### src/rtl/dmag_pkg.sv
package dmag_pkg;
    typedef enum logic [1:0] {
        IND_PLAIN   = 2'd0,
        IND_POSTINC = 2'd1,
        IND_POSTDEC = 2'd2,
        IND_OFFSET  = 2'd3
    } ind_mode_e;
endpackage

### src/rtl/dmag_direct_map.sv
module dmag_direct_map #(
    parameter int ADDR_W    = 12,
    parameter int DATA_W    = 8,
    parameter int ACC_SPLIT = 'h60
) (
    input  logic [DATA_W-1:0]        op_addr,
    input  logic                     op_bank_en,
    input  logic [ADDR_W-DATA_W-1:0] bank,
    output logic [ADDR_W-1:0]        dir_addr
);
    localparam int BANK_W = ADDR_W - DATA_W;

    always_comb begin
        if (op_bank_en) begin
            dir_addr = {bank, op_addr};
        end else if (op_addr < DATA_W'(ACC_SPLIT)) begin
            dir_addr = {{BANK_W{1'b0}}, op_addr};
        end else begin
            dir_addr = {{BANK_W{1'b1}}, op_addr};
        end
    end
endmodule

### src/rtl/dmag_ind_path.sv
module dmag_ind_path
    import dmag_pkg::*;
#(
    parameter int ADDR_W  = 12,
    parameter int DATA_W  = 8,
    parameter int NUM_PTR = 3,
    parameter int SEL_W   = 2
) (
    input  logic [NUM_PTR*ADDR_W-1:0] ptr_flat,
    input  logic                      ind_en,
    input  logic [SEL_W-1:0]          ind_sel,
    input  logic [1:0]                ind_mode,
    input  logic [DATA_W-1:0]         wreg,
    output logic [ADDR_W-1:0]         ind_addr,
    output logic [NUM_PTR-1:0]        inc_stb,
    output logic [NUM_PTR-1:0]        dec_stb
);
    localparam int EXT_W = ADDR_W - DATA_W;

    logic [ADDR_W-1:0] sel_ptr;
    logic              sel_ok;
    logic [ADDR_W-1:0] wreg_sx;

    always_comb begin
        sel_ptr = '0;
        sel_ok  = 1'b0;
        for (int i = 0; i < NUM_PTR; i++) begin
            if (ind_sel == SEL_W'(i)) begin
                sel_ptr = ptr_flat[i*ADDR_W +: ADDR_W];
                sel_ok  = 1'b1;
            end
        end
        wreg_sx = {{EXT_W{wreg[DATA_W-1]}}, wreg};
        if (!sel_ok) begin
            ind_addr = '0;
        end else if (ind_mode == IND_OFFSET) begin
            ind_addr = sel_ptr + wreg_sx;
        end else begin
            ind_addr = sel_ptr;
        end
    end

    for (genvar g = 0; g < NUM_PTR; g++) begin : g_stb
        assign inc_stb[g] = ind_en && (ind_sel == SEL_W'(g)) && (ind_mode == IND_POSTINC);
        assign dec_stb[g] = ind_en && (ind_sel == SEL_W'(g)) && (ind_mode == IND_POSTDEC);
    end
endmodule

### src/rtl/dmag_ptr_file.sv
module dmag_ptr_file #(
    parameter int ADDR_W   = 12,
    parameter int DATA_W   = 8,
    parameter int NUM_PTR  = 3,
    parameter int SFR_BASE = 'hFE0
) (
    input  logic                        clk,
    input  logic                        rst_n,
    input  logic                        rf_we,
    input  logic [ADDR_W-1:0]           rf_waddr,
    input  logic [DATA_W-1:0]           rf_wdata,
    input  logic [ADDR_W-1:0]           rf_raddr,
    output logic [DATA_W-1:0]           rf_rdata,
    input  logic [NUM_PTR-1:0]          inc_stb,
    input  logic [NUM_PTR-1:0]          dec_stb,
    output logic [NUM_PTR*ADDR_W-1:0]   ptr_flat,
    output logic [ADDR_W-DATA_W-1:0]    bank
);
    localparam int BANK_W    = ADDR_W - DATA_W;
    localparam int BANK_ADDR = SFR_BASE + 2 * NUM_PTR;

    typedef struct packed {
        logic [NUM_PTR-1:0][ADDR_W-1:0] ptr;
        logic [BANK_W-1:0]              bank;
    } state_t;

    state_t st_d, st_q;
    logic [NUM_PTR-1:0] lo_hit, hi_hit;

    for (genvar g = 0; g < NUM_PTR; g++) begin : g_hit
        assign lo_hit[g] = rf_we && (rf_waddr == ADDR_W'(SFR_BASE + 2 * g));
        assign hi_hit[g] = rf_we && (rf_waddr == ADDR_W'(SFR_BASE + 2 * g + 1));
    end

    always_comb begin
        st_d = st_q;
        for (int i = 0; i < NUM_PTR; i++) begin
            if (lo_hit[i] || hi_hit[i]) begin
                if (lo_hit[i]) st_d.ptr[i][DATA_W-1:0] = rf_wdata;
                if (hi_hit[i]) st_d.ptr[i][ADDR_W-1:DATA_W] = rf_wdata[BANK_W-1:0];
            end else if (inc_stb[i]) begin
                st_d.ptr[i] = st_q.ptr[i] + 1'b1;
            end else if (dec_stb[i]) begin
                st_d.ptr[i] = st_q.ptr[i] - 1'b1;
            end
        end
        if (rf_we && (rf_waddr == ADDR_W'(BANK_ADDR))) begin
            st_d.bank = rf_wdata[BANK_W-1:0];
        end
    end

    always_ff @(posedge clk or negedge rst_n) begin
        if (!rst_n) st_q <= '0;
        else        st_q <= st_d;
    end

    always_comb begin
        rf_rdata = '0;
        for (int i = 0; i < NUM_PTR; i++) begin
            if (rf_raddr == ADDR_W'(SFR_BASE + 2 * i))
                rf_rdata = st_q.ptr[i][DATA_W-1:0];
            if (rf_raddr == ADDR_W'(SFR_BASE + 2 * i + 1))
                rf_rdata = DATA_W'(st_q.ptr[i][ADDR_W-1:DATA_W]);
        end
        if (rf_raddr == ADDR_W'(BANK_ADDR)) rf_rdata = DATA_W'(st_q.bank);
    end

    assign ptr_flat = st_q.ptr;
    assign bank     = st_q.bank;

    for (genvar g = 0; g < NUM_PTR; g++) begin : g_chk
        // an unobstructed increment advances by one, wrapping
        p_postinc_r7: assert property (@(posedge clk) disable iff (!rst_n)
            (inc_stb[g] && !lo_hit[g] && !hi_hit[g])
            |=> st_q.ptr[g] == ADDR_W'($past(st_q.ptr[g]) + 1'b1));
        // an unobstructed decrement steps back by one
        p_postdec_r7: assert property (@(posedge clk) disable iff (!rst_n)
            (dec_stb[g] && !lo_hit[g] && !hi_hit[g])
            |=> st_q.ptr[g] == ADDR_W'($past(st_q.ptr[g]) - 1'b1));
        // a low-byte write beats a same-cycle step
        p_write_wins_r9: assert property (@(posedge clk) disable iff (!rst_n)
            lo_hit[g] |=> st_q.ptr[g][DATA_W-1:0] == $past(rf_wdata));
        // without a step or a write the pointer holds
        p_hold_r8: assert property (@(posedge clk) disable iff (!rst_n)
            (!inc_stb[g] && !dec_stb[g] && !lo_hit[g] && !hi_hit[g])
            |=> $stable(st_q.ptr[g]));
    end
endmodule

### src/rtl/dmag_top.sv
module dmag_top #(
    parameter int ADDR_W    = 12,
    parameter int DATA_W    = 8,
    parameter int NUM_PTR   = 3,
    parameter int SFR_BASE  = 'hFE0,
    parameter int ACC_SPLIT = 'h60,
    parameter int SEL_W     = (NUM_PTR > 1) ? $clog2(NUM_PTR) : 1
) (
    input  logic                 clk,
    input  logic                 rst_n,
    input  logic [DATA_W-1:0]    op_addr,
    input  logic                 op_bank_en,
    input  logic                 op_dest,
    input  logic                 full_en,
    input  logic [ADDR_W-1:0]    full_addr,
    input  logic                 ind_en,
    input  logic [SEL_W-1:0]     ind_sel,
    input  logic [1:0]           ind_mode,
    input  logic [DATA_W-1:0]    wreg,
    input  logic                 rf_we,
    input  logic [ADDR_W-1:0]    rf_waddr,
    input  logic [DATA_W-1:0]    rf_wdata,
    input  logic [ADDR_W-1:0]    rf_raddr,
    output logic [DATA_W-1:0]    rf_rdata,
    output logic [ADDR_W-1:0]    eff_addr,
    output logic                 dest_file,
    output logic [NUM_PTR-1:0]   ptr_inc,
    output logic [NUM_PTR-1:0]   ptr_dec
);
    localparam int BANK_W = ADDR_W - DATA_W;

    logic [NUM_PTR*ADDR_W-1:0] ptr_flat;
    logic [BANK_W-1:0]         bank;
    logic [ADDR_W-1:0]         dir_addr, ind_addr;
    logic [NUM_PTR-1:0]        inc_stb, dec_stb;

    dmag_direct_map #(.ADDR_W(ADDR_W), .DATA_W(DATA_W), .ACC_SPLIT(ACC_SPLIT)) u_dir (
        .op_addr(op_addr), .op_bank_en(op_bank_en), .bank(bank), .dir_addr(dir_addr));

    dmag_ind_path #(.ADDR_W(ADDR_W), .DATA_W(DATA_W), .NUM_PTR(NUM_PTR), .SEL_W(SEL_W)) u_ind (
        .ptr_flat(ptr_flat), .ind_en(ind_en), .ind_sel(ind_sel), .ind_mode(ind_mode),
        .wreg(wreg), .ind_addr(ind_addr), .inc_stb(inc_stb), .dec_stb(dec_stb));

    dmag_ptr_file #(.ADDR_W(ADDR_W), .DATA_W(DATA_W), .NUM_PTR(NUM_PTR), .SFR_BASE(SFR_BASE)) u_ptr (
        .clk(clk), .rst_n(rst_n), .rf_we(rf_we), .rf_waddr(rf_waddr), .rf_wdata(rf_wdata),
        .rf_raddr(rf_raddr), .rf_rdata(rf_rdata), .inc_stb(inc_stb), .dec_stb(dec_stb),
        .ptr_flat(ptr_flat), .bank(bank));

    always_comb begin
        if (full_en)     eff_addr = full_addr;
        else if (ind_en) eff_addr = ind_addr;
        else             eff_addr = dir_addr;
    end

    assign dest_file = op_dest;
    assign ptr_inc   = inc_stb;
    assign ptr_dec   = dec_stb;

    // full address overrides every other source
    p_full_bypass_r4: assert property (@(posedge clk) disable iff (!rst_n)
        full_en |-> eff_addr == full_addr);
    // at most one pointer strobe per access
    p_strobe_onehot_r7: assert property (@(posedge clk) disable iff (!rst_n)
        $onehot0({ptr_inc, ptr_dec}));
    // banked direct address uses the bank register
    p_bank_map_r2: assert property (@(posedge clk) disable iff (!rst_n)
        (!full_en && !ind_en && op_bank_en) |-> eff_addr[ADDR_W-1:DATA_W] == bank);
    // an out-of-range select raises no strobe
    p_bad_sel_r10: assert property (@(posedge clk) disable iff (!rst_n)
        (ind_sel >= SEL_W'(NUM_PTR)) |-> (ptr_inc == '0 && ptr_dec == '0));
endmodule

### config.mk
export PLATFORM = sky130hd
export DESIGN_NAME = dmag_top
export DESIGN_NICKNAME = d
export VERILOG_FILES = /design/src/rtl/dmag_pkg.sv /design/src/rtl/dmag_direct_map.sv /design/src/rtl/dmag_ind_path.sv /design/src/rtl/dmag_ptr_file.sv /design/src/rtl/dmag_top.sv
export SDC_FILE = /design/constraint.sdc
export NUM_CORES = 1
export LEC_CHECK = 0
export ABC_AREA = 0
export BUFFER_PORTS_ARGS = -buffer_cell sky130_fd_sc_hd__buf_2
export CAP_MARGIN = 20
export CORE_UTILIZATION = 52
export DETAILED_ROUTE_END_ITERATION = 7
export GPL_TIMING_DRIVEN = 0
export PLACE_DENSITY_LB_ADDON = 0.2
export SLEW_MARGIN = 20
export SYNTH_ARGS = -nofsm -noshare
export SYNTH_HDL_FRONTEND = slang
export SYNTH_SLANG_ARGS = --single-unit
export TNS_END_PERCENT = 30
### constraint.sdc
create_clock -name clk -period 3.2 [get_ports clk]
set_clock_uncertainty 0.15 [all_clocks]
set_input_delay 0.48 -clock clk [delete_from_list [all_inputs] [get_ports clk]]
set_output_delay 0.48 -clock clk [all_outputs]
set_load 0.02 [all_outputs]
Yosys cells after proc, flatten, opt, wreduce, memory -nomap -nowiden
Index checks and enable logic that the tools add are counted.
{ "word_totals": {"inputBits": 71, "wordCells": 103, "register_bits": 40} }
{ "classes": {"reduce_logical": 29, "order_cmp": 1, "mux": 34, "eq_ne": 25, "add_sub_neg": 7} }
{ "ops": {"columns": ["operator", "n"], "rows": [
  ["2-to-1 mux 12 bit", 18],
  ["== test 12 bit, second input constant", 14],
  ["2-to-1 mux 8 bit", 10],
  ["adder 12 x 1 -> 12 bit, second input constant", 3],
  ["subtractor 12 x 1 -> 12 bit, second input constant", 3],
  ["logical AND 1 bit", 16],
  ["adder 12 bit", 1],
  ["2-to-1 mux 4 bit", 3],
  ["inequality test 2 x 1 -> 1 bit, second input constant", 6],
  ["AND reduction 2 bit", 6],
  ["nonzero test 3 bit", 3],
  ["< comparator 8 x 7 -> 1 bit, second input constant", 1],
  ["== test 2 bit, second input constant", 3],
  ["== test 2 x 1 -> 1 bit, second input constant", 2],
  ["logical OR 1 bit", 3],
  ["2-to-1 mux 1 bit", 3],
  ["logical NOT 2 bit", 1]
]} }

Longest topological paths before layout
Gate-level depths: netlist (run 1).
{ "depth": {"word_depth": 9, "ltp_mapped": 13} }

Hierarchy
From an unflattened synthesis (run 1), not the netlist that was laid out.
{ "unflattened": {"cells_unflattened": 627, "hier_area_um2": 5056.1} }
{ "by_module_without_submodules": {"columns": ["module", "n_inst", "area_each_um2", "cells_each"], "rows": [
  ["dmag_ptr_file", 1, 3711.1, 419],
  ["dmag_ind_path", 1, 979.7, 151],
  ["dmag_top", 1, 257.7, 40],
  ["dmag_direct_map", 1, 107.6, 17]
]} }

Least setup slack after synthesis (run 1)
OpenSTA, ideal clock, no wires.
{ "synth_timing": {"kind": "in2out", "startpoint": "input port ind_sel[0]", "endpoint": "output port eff_addr[10]", "stages": 13, "t_arrival_ns": 2.822, "path_slack_ns": -0.252, "path_cell_list": "buf_4 > mux2i_1 > o21ai_0 > ha_1 > inv_1 > fa_1 > nor2b_1 > o31a_1 > nor2_1 > o31ai_1 > mux2i_1 > o21ai_0 > a21oi_1"} }
{ "synth_via": {"elab_chain_len": 9} }
{ "synth_lines": {"columns": ["item", "line", "rtl"], "rows": [
  ["start: declaration", "dmag_top.sv:17", "input logic [SEL_W-1:0] ind_sel,"],
  ["logical NOT 2 bit", "dmag_ind_path.sv:28", "if (ind_sel == SEL_W'(i)) begin"],
  ["2-to-1 mux 12 bit (3 in series)", "dmag_ind_path.sv:28", null],
  ["adder 12 bit", "dmag_ind_path.sv:37", "ind_addr = sel_ptr + wreg_sx;"],
  ["2-to-1 mux 12 bit", "dmag_ind_path.sv:36", "end else if (ind_mode == IND_OFFSET) begin"],
  ["2-to-1 mux 12 bit (*)", "dmag_ind_path.sv:34", "if (!sel_ok) begin"],
  ["2-to-1 mux 12 bit (*)", "dmag_top.sv:51", "else if (ind_en) eff_addr = ind_addr;"],
  ["2-to-1 mux 12 bit (*)", "dmag_top.sv:50", "if (full_en) eff_addr = full_addr;"],
  ["end: declaration", "dmag_top.sv:25", "output logic [ADDR_W-1:0] eff_addr,"]
]} }
Every way passes the cells marked *; elsewhere a longest branch is shown, timed or not.

Worst setup path in the final report (run 1)
Same ends and word-level chain as after synthesis.

==> results of run 1 <==
==> power breakdown <==
| group | switching [mW] | internal [mW] |
|---|---|---|
| Clock | 0.216 | 0.235 |
| Combinational | 1.64 | 1.47 |
| Sequential | 0.372 | 0.711 |
| Total | 2.23 | 2.42 |
==> area by class of cell <==
class	instances	share of cell area, %
clock buffers	5	1.11
multi-input cells	549	65.2
plain buffers	23	2.23
well taps	108	2.19
clock inverters	3	0.749
repair buffers	114	11.1
flip-flops and latches	40	16.3
inverters	18	1.13
==> metal layers <==
metal,share of wire [%],wire [µm],track usage [%],up-vias
met5,0,0,0,-
met4,5.7,932,19.2,0
met3,6.4,1050,4.89,69
met2,47,7720,56.5,277
met1,40,6550,40.9,2565
li1,-,-,-,2584
==> cells by family (layout without fill, tap and decap cells) <==
family,count (synthesis),in the layout,share of synthesized area (%)
xor+xnor,28,28,5.03
simple gates,231,231,22.7
compound gates,206,206,26.6
mux,39,39,9.32
flops,40,40,20.5
fa+ha+maj,45,45,12.2
buf+inv,41,163,3.62
==> state kept, by name, indices dropped and copies added, names as in the netlist <==
register,cells
u_ptr.bank,4
u_ptr.ptr_flat,36
==> stage by stage <==
stage / power, mW / setup slack, ps / utilization [%]
floorplan: 3.00 / -44.1 / -
global placement: 3.57 / -864 / 61.8
detailed placement: 3.69 / -927 / 61.8
CTS: 4.38 / -355 / 67.0
global route: 5.00 / -486 / 69.5
finish: 4.65 / -419 / 69.5
==> synthesized netlist by cell type (3+ instances only) <==
master	instances
nand3b_1	4
and3_1	4
buf_2	6
xnor2_1	18
nor3_1	18
a221o_1	4
nor3b_1	3
a221oi_1	4
o21ai_0	48
inv_1	18
o221ai_1	3
o21ai_1	6
ha_1	41
a31oi_1	14
nand3_1	9
o31ai_1	3
mux4_2	4
nand2b_1	6
nand2_1	71
buf_4	4
o21ai_2	3
nand4_1	6
o21a_1	6
a211oi_1	15
dfrtp_1	40
nor2_1	78
o22ai_1	5
clkbuf_1	13
a21o_1	10
nor2b_1	6
xor2_1	10
and2_1	5
fa_1	4
a21oi_1	58
mux2_2	7
mux2i_1	27
or3_1	6
o211ai_1	6
==> critical path, cell delays in order <==
cell	delay [ps]
buf_8	110
buf_8	130
buf_6	130
mux2i_2	150
o21ai_2	230
inv_1	90
fa_2	380
nor2b_4	130
o31a_1	160
nor2_1	70
o31ai_2	250
mux2i_1	270
o21ai_2	120
a21oi_2	140
buf_4	150
==> what timing repair did <==
item                                    in CTS  in global routing
buffers inserted                            17                  4
gates resized for setup                     63                 49
endpoints found under the setup margin      13                 17
pin swaps                                   29                 24
==> worst max path at each step <==
stage / end / slack (ps) / from
after floorplan: eff_addr[10] / -40 / ind_sel[1]
after detailed placement: eff_addr[11] / -930 / ind_sel[0]
after global routing: eff_addr[10] / -490 / ind_sel[0]
after CTS: eff_addr[11] / -360 / ind_sel[0]
final: eff_addr[10] / -420 / ind_sel[0]
after global placement: eff_addr[11] / -860 / ind_sel[0]
==> impl_metrics.env, run 1 <==
export IMPL_drtPass1Iterations=5
export IMPL_fin_nets=867
export IMPL_cts_root_buf="clkbuf_8"
export IMPL_hold_path_class="in2async"
export IMPL_hold_viol=0
export IMPL_dp_cells=832
export IMPL_die_area_mm2=0.00976
export IMPL_core_area_mm2=0.00889
export IMPL_finalCritPeriodShare_pct=113
export IMPL_numCtsBuffers=5
export IMPL_async_reset_ff_share_pct=100
export IMPL_outcome="finished with violations"
export IMPL_required_ps=2570
export IMPL_io_pins=98
export IMPL_die_y_um=98.8
export IMPL_r2r_end="u_ptr.ptr_flat[22]"
export IMPL_syn_area_mm2=0.00487
export IMPL_drc=0
export IMPL_cts_htree_levels=2
export IMPL_area_growth_pct=26.8
export IMPL_first_iter_violations=406
export IMPL_yosys_register_bits=40
export IMPL_drive_above_1_share_pct=29.4
export IMPL_multi_input_area_mm2=0.00403
export IMPL_initial_core_util_pct=54.8
export IMPL_clock_latency_ps=310
export IMPL_synth_cell_type_count=67
export IMPL_synth_area_per_cell_um2=7.73
export IMPL_wl_per_cell_um=18.9
export IMPL_grt_pass1_vias=5201
export IMPL_peakVddDrop_v=0.000466
export IMPL_netlist_area_leader_share_pct=20.5
export IMPL_dp_final_hpwl_um=12600
export IMPL_hold_slack_ps=159
export IMPL_holdBufCountCts=0
export IMPL_ff2ff_path_depth=9
export IMPL_finalNonFillerCells=860
export IMPL_path_clk_slew_ps=90
export IMPL_start_kind="primary input"
export IMPL_arrival_ps=2990
export IMPL_ys_warn_count=0
export IMPL_p_per_area_mw_per_mm2=752
export IMPL_routed_wl_um=16200
export IMPL_cp_max_fo=6
export IMPL_vias=5495
export IMPL_post_dp_cell_area_mm2=0.00550
export IMPL_worstMarginPinSlew_ps=1040
export IMPL_maxSlewHeadroom_pct=30.0
export IMPL_rows=34
export IMPL_cts_tree="yes"
export IMPL_post_synth_top_area_cell="dfrtp_1"
export IMPL_finalMaxSlewViolations=0
export IMPL_postRouteAntennaNets=0
export IMPL_final_area_mm2=0.00618
export IMPL_grt_pass1_wl_um=25500
export IMPL_criticalPathCategory="in2out"
export IMPL_finalSetupViolations=8
export IMPL_rr_startpoint="u_ptr.ptr_flat[12]"
export IMPL_synthFlopType="dfrtp_1"
export IMPL_port_buffers=94
export IMPL_violations="negative setup slack"
export IMPL_fin_ws_ps=-419
export IMPL_regToRegSetupSlack_ps=580
export IMPL_grt_overflow_total=0
export IMPL_syn_nets=746
export IMPL_clock_sinks=40
export IMPL_regArea_mm2=0.00100
export IMPL_post_route_min_period_ps=3620
export IMPL_fmax_mhz=276
export IMPL_rsz0062_at_grt="yes"
export IMPL_grt_usage_pct=33.5
export IMPL_viasPerCell=6.39
export IMPL_clockBufferDepth=2
export IMPL_final_common_cell="buf_2"
export IMPL_fillers=732
export IMPL_yosysSeqAreaShare_pct=20.5
export IMPL_totalNegativeSetupSlack_ps=-2500
export IMPL_grt_max_degree=41
export IMPL_synth_edf_count=0
export IMPL_mostFrequentLayoutCells="buf_2 (90), nor2_1 (74), nand2_1 (69), a21oi_1 (53), dfrtp_1 (37)"
export IMPL_antenna_found_initial=0
export IMPL_gp_congestion=0.936
export IMPL_p_leak_nw=2.69
export IMPL_timing_max_cap_violations=0
export IMPL_antenna_cells=0
export IMPL_cp_end_kind="output port"
export IMPL_syn_inst=630
export IMPL_die_x_um=98.8
export IMPL_ys_top_cells_by_area="dfrtp_1 (21%), ha_1 (11%), nor2_1 (6.0%), a21oi_1 (6.0%), mux2i_1 (5.5%)"
Note: power is estimated with default switching activity, not from simulation.
==> run 2, diff against run 1 <==
CORE_MARGIN = 5   (was default)
==> run 2 against run 1 <==
  * The flow still finishes with violations (negative setup slack)
  * Count of clock-buffer cells in the layout grew 1
  * Die area grew 17%
  * Non-clock buffer count shrank 3
  * Hold slack gained 29 ps
  * Register-to-register slack lost 60 ps
  * Setup slack lost 13 ps
  * Power shrank 6.7%
  * Final cell count shrank 0.12%
  * Sequential share of layout area grew 0.60 points
  * Fmax shrank 0.36%
  * Clock power shrank 25%
  * Critical path depth is the same
  * Critical endpoint is now eff_addr[8]
  * Highest routed layer unchanged
==> impl_metrics.env, run 2 (synthesis gave the netlist of run 1 again) <==
export IMPL_outcome="finished with violations"
export IMPL_violations="negative setup slack"
export IMPL_cp_slowest_cell="fa_2"
export IMPL_cpPeakStageDelay_ps=380
export IMPL_numCtsBuffers=5
export IMPL_cp_end_kind="output port"
export IMPL_die_y_um=107
export IMPL_clock_sinks=40
export IMPL_post_route_min_period_ps=3630
export IMPL_peakVddDrop_v=0.000397
export IMPL_grt_pass1_wl_um=26100
export IMPL_viasPerCell=6.32
export IMPL_finalMaxSlewViolations=0
export IMPL_hold_slack_ps=188
export IMPL_fin_nets=864
export IMPL_mostFrequentLayoutCells="buf_2 (93), nor2_1 (77), nand2_1 (71), a21oi_1 (55)"
export IMPL_grt_pass1_vias=5137
export IMPL_hold_path_class="in2async"
export IMPL_finalCritPeriodShare_pct=113
export IMPL_seqPwrFrac_pct=24.3
export IMPL_core_area_mm2=0.00920
export IMPL_cp_top_family="compound AO/OA/AOI/OAI gates"
export IMPL_final_common_cell="buf_2"
export IMPL_antenna_found_initial=0
export IMPL_path_cells="buf_4, nor2b_4, buf_6, nand2_1, o21ai_4, inv_2, fa_2, nor2b_2, o31a_1, o21ai_1, a21oi_1, xor2_1, a31oi_1, a21oi_2, buf_4"
export IMPL_io_pins=98
export IMPL_rsz0062_at_grt="yes"
export IMPL_vias=5432
export IMPL_cp_max_fo=9
export IMPL_largest_reg_flops=36
export IMPL_drtPass1Iterations=5
export IMPL_utilization_pct=64.8
export IMPL_first_iter_violations=417
export IMPL_initial_core_util_pct=53.0
export IMPL_p_per_area_mw_per_mm2=728
export IMPL_criticalPathCategory="in2out"
export IMPL_p_sw_share_pct=48.3
export IMPL_drc=0
export IMPL_routed_wl_um=16700
export IMPL_power_frac_clock_pct=7.8
export IMPL_area_growth_pct=22.3
export IMPL_die_x_um=107
export IMPL_grt_max_degree=41
export IMPL_wl_per_cell_um=19.4
export IMPL_start_kind="primary input"
export IMPL_cts_htree_levels=2
export IMPL_fmax_mhz=275
export IMPL_switchingPower_mw=2.10
export IMPL_timing_max_cap_violations=0
export IMPL_grt_usage_pct=28.8
export IMPL_arrival_ps=3000
export IMPL_p_int_mw=2.24
export IMPL_clockBufferDepth=2
export IMPL_pwr_share_comb_pct=67.8
export IMPL_finalSetupViolations=9
export IMPL_p_leak_nw=2.62
export IMPL_cts_tree="yes"
export IMPL_worstMarginPinSlew_ps=989
export IMPL_grt_overflow_total=0
export IMPL_path_clk_slew_ps=80
export IMPL_required_ps=2570
export IMPL_hold_viol=0
export IMPL_dp_final_hpwl_um=13000
export IMPL_cp_num_buf_inv=4
export IMPL_holdBufCountCts=0
export IMPL_die_area_mm2=0.0114
export IMPL_maxSlewHeadroom_pct=33.6
export IMPL_cts_root_buf="clkbuf_8"
export IMPL_drive_above_1_share_pct=25.5
export IMPL_rows=35
export IMPL_fin_ws_ps=-432
export IMPL_antenna_cells=0
export IMPL_gp_congestion=0.952
export IMPL_path_common_cell="buf_4"
export IMPL_port_buffers=94
export IMPL_postRouteAntennaNets=0
export IMPL_clock_latency_ps=310
[run 2: per-layer routing]
metal / wire length, µm / global-route usage [%] / vias up / share of wire [%]
li1: - / - / 2569 / -
met1: 6680 / 35.9 / 2543 / 40
met2: 8090 / 50.6 / 278 / 49
met3: 1330 / 4.82 / 42 / 8.0
met4: 561 / 9.32 / 0 / 3.4
met5: 0 / 0 / - / 0
[run 2: repair_timing]
action                                  in CTS  in global routing
resized for setup                           53                 20
setup buffers                               14                  1
gates cloned                                 1                  1
pin swaps                                   28                 21
endpoints found under the setup margin      16                 18
[run 2: area by class of cell]
| cell class | count | area (µm²) |
|---|---|---|
| fillers | 830 | 3240 |
| flip-flops and latches | 40 | 1000 |
| well taps | 111 | 139 |
| clock buffers | 6 | 72.6 |
| clock inverters | 1 | 5.00 |
| multi-input cells | 549 | 3870 |
| repair buffers | 111 | 653 |
| inverters | 18 | 70.1 |
| plain buffers | 23 | 140 |
[run 2: worst reg2reg max path: cells and delay by family (launching register included)]
kind / cells / cell delay, ps
buffers and inverters: 1 / 170
adder cells (fa/ha/maj): 1 / 450
AO/OA/AOI/OAI: 6 / 1270
XOR/XNOR: 1 / 150
flip-flops: 1 / 420
[run 2: metrics by stage]
stage	area (µm²)	setup TNS (ps)	power [mW]	std cells	worst slack, ps
2_1_floorplan	4890	-146	3.00	630	-44.1
3_3_place_gp	5500	-8640	3.57	835	-961
3_5_place_dp	5500	-9780	3.66	835	-949
4_1_cts	5880	-2380	4.20	857	-403
5_1_grt	5960	-3840	4.70	859	-535
6_report	5960	-2660	4.34	859	-432
[run 2: path summary, 6_finish.rpt]
kind                                    start                  to  slack [ps]  cells after the start
setup / recovery                   ind_sel[1]         eff_addr[8]        -430                     15
hold / removal                          rst_n  u_ptr.ptr_flat[33]         190                      1
setup reg to reg           u_ptr.ptr_flat[12]  u_ptr.ptr_flat[22]         520                      9
hold reg to reg                 u_ptr.bank[3]       u_ptr.bank[3]         440                      1
max in group asynchronous               rst_n  u_ptr.ptr_flat[12]        2020                      1
min in group clk                  rf_wdata[6]  u_ptr.ptr_flat[30]         330                      3
[run 2: power groups by stage]
stage / registers (mW) / clock network (mW) / logic (mW)
2_1_floorplan: 0.898 / 0 / 2.10
3_3_place_gp: 1.04 / 0 / 2.54
3_5_place_dp: 1.05 / 0 / 2.61
4_1_cts: 1.03 / 0.339 / 2.83
5_1_grt: 1.07 / 0.362 / 3.27
6_report: 1.06 / 0.339 / 2.94
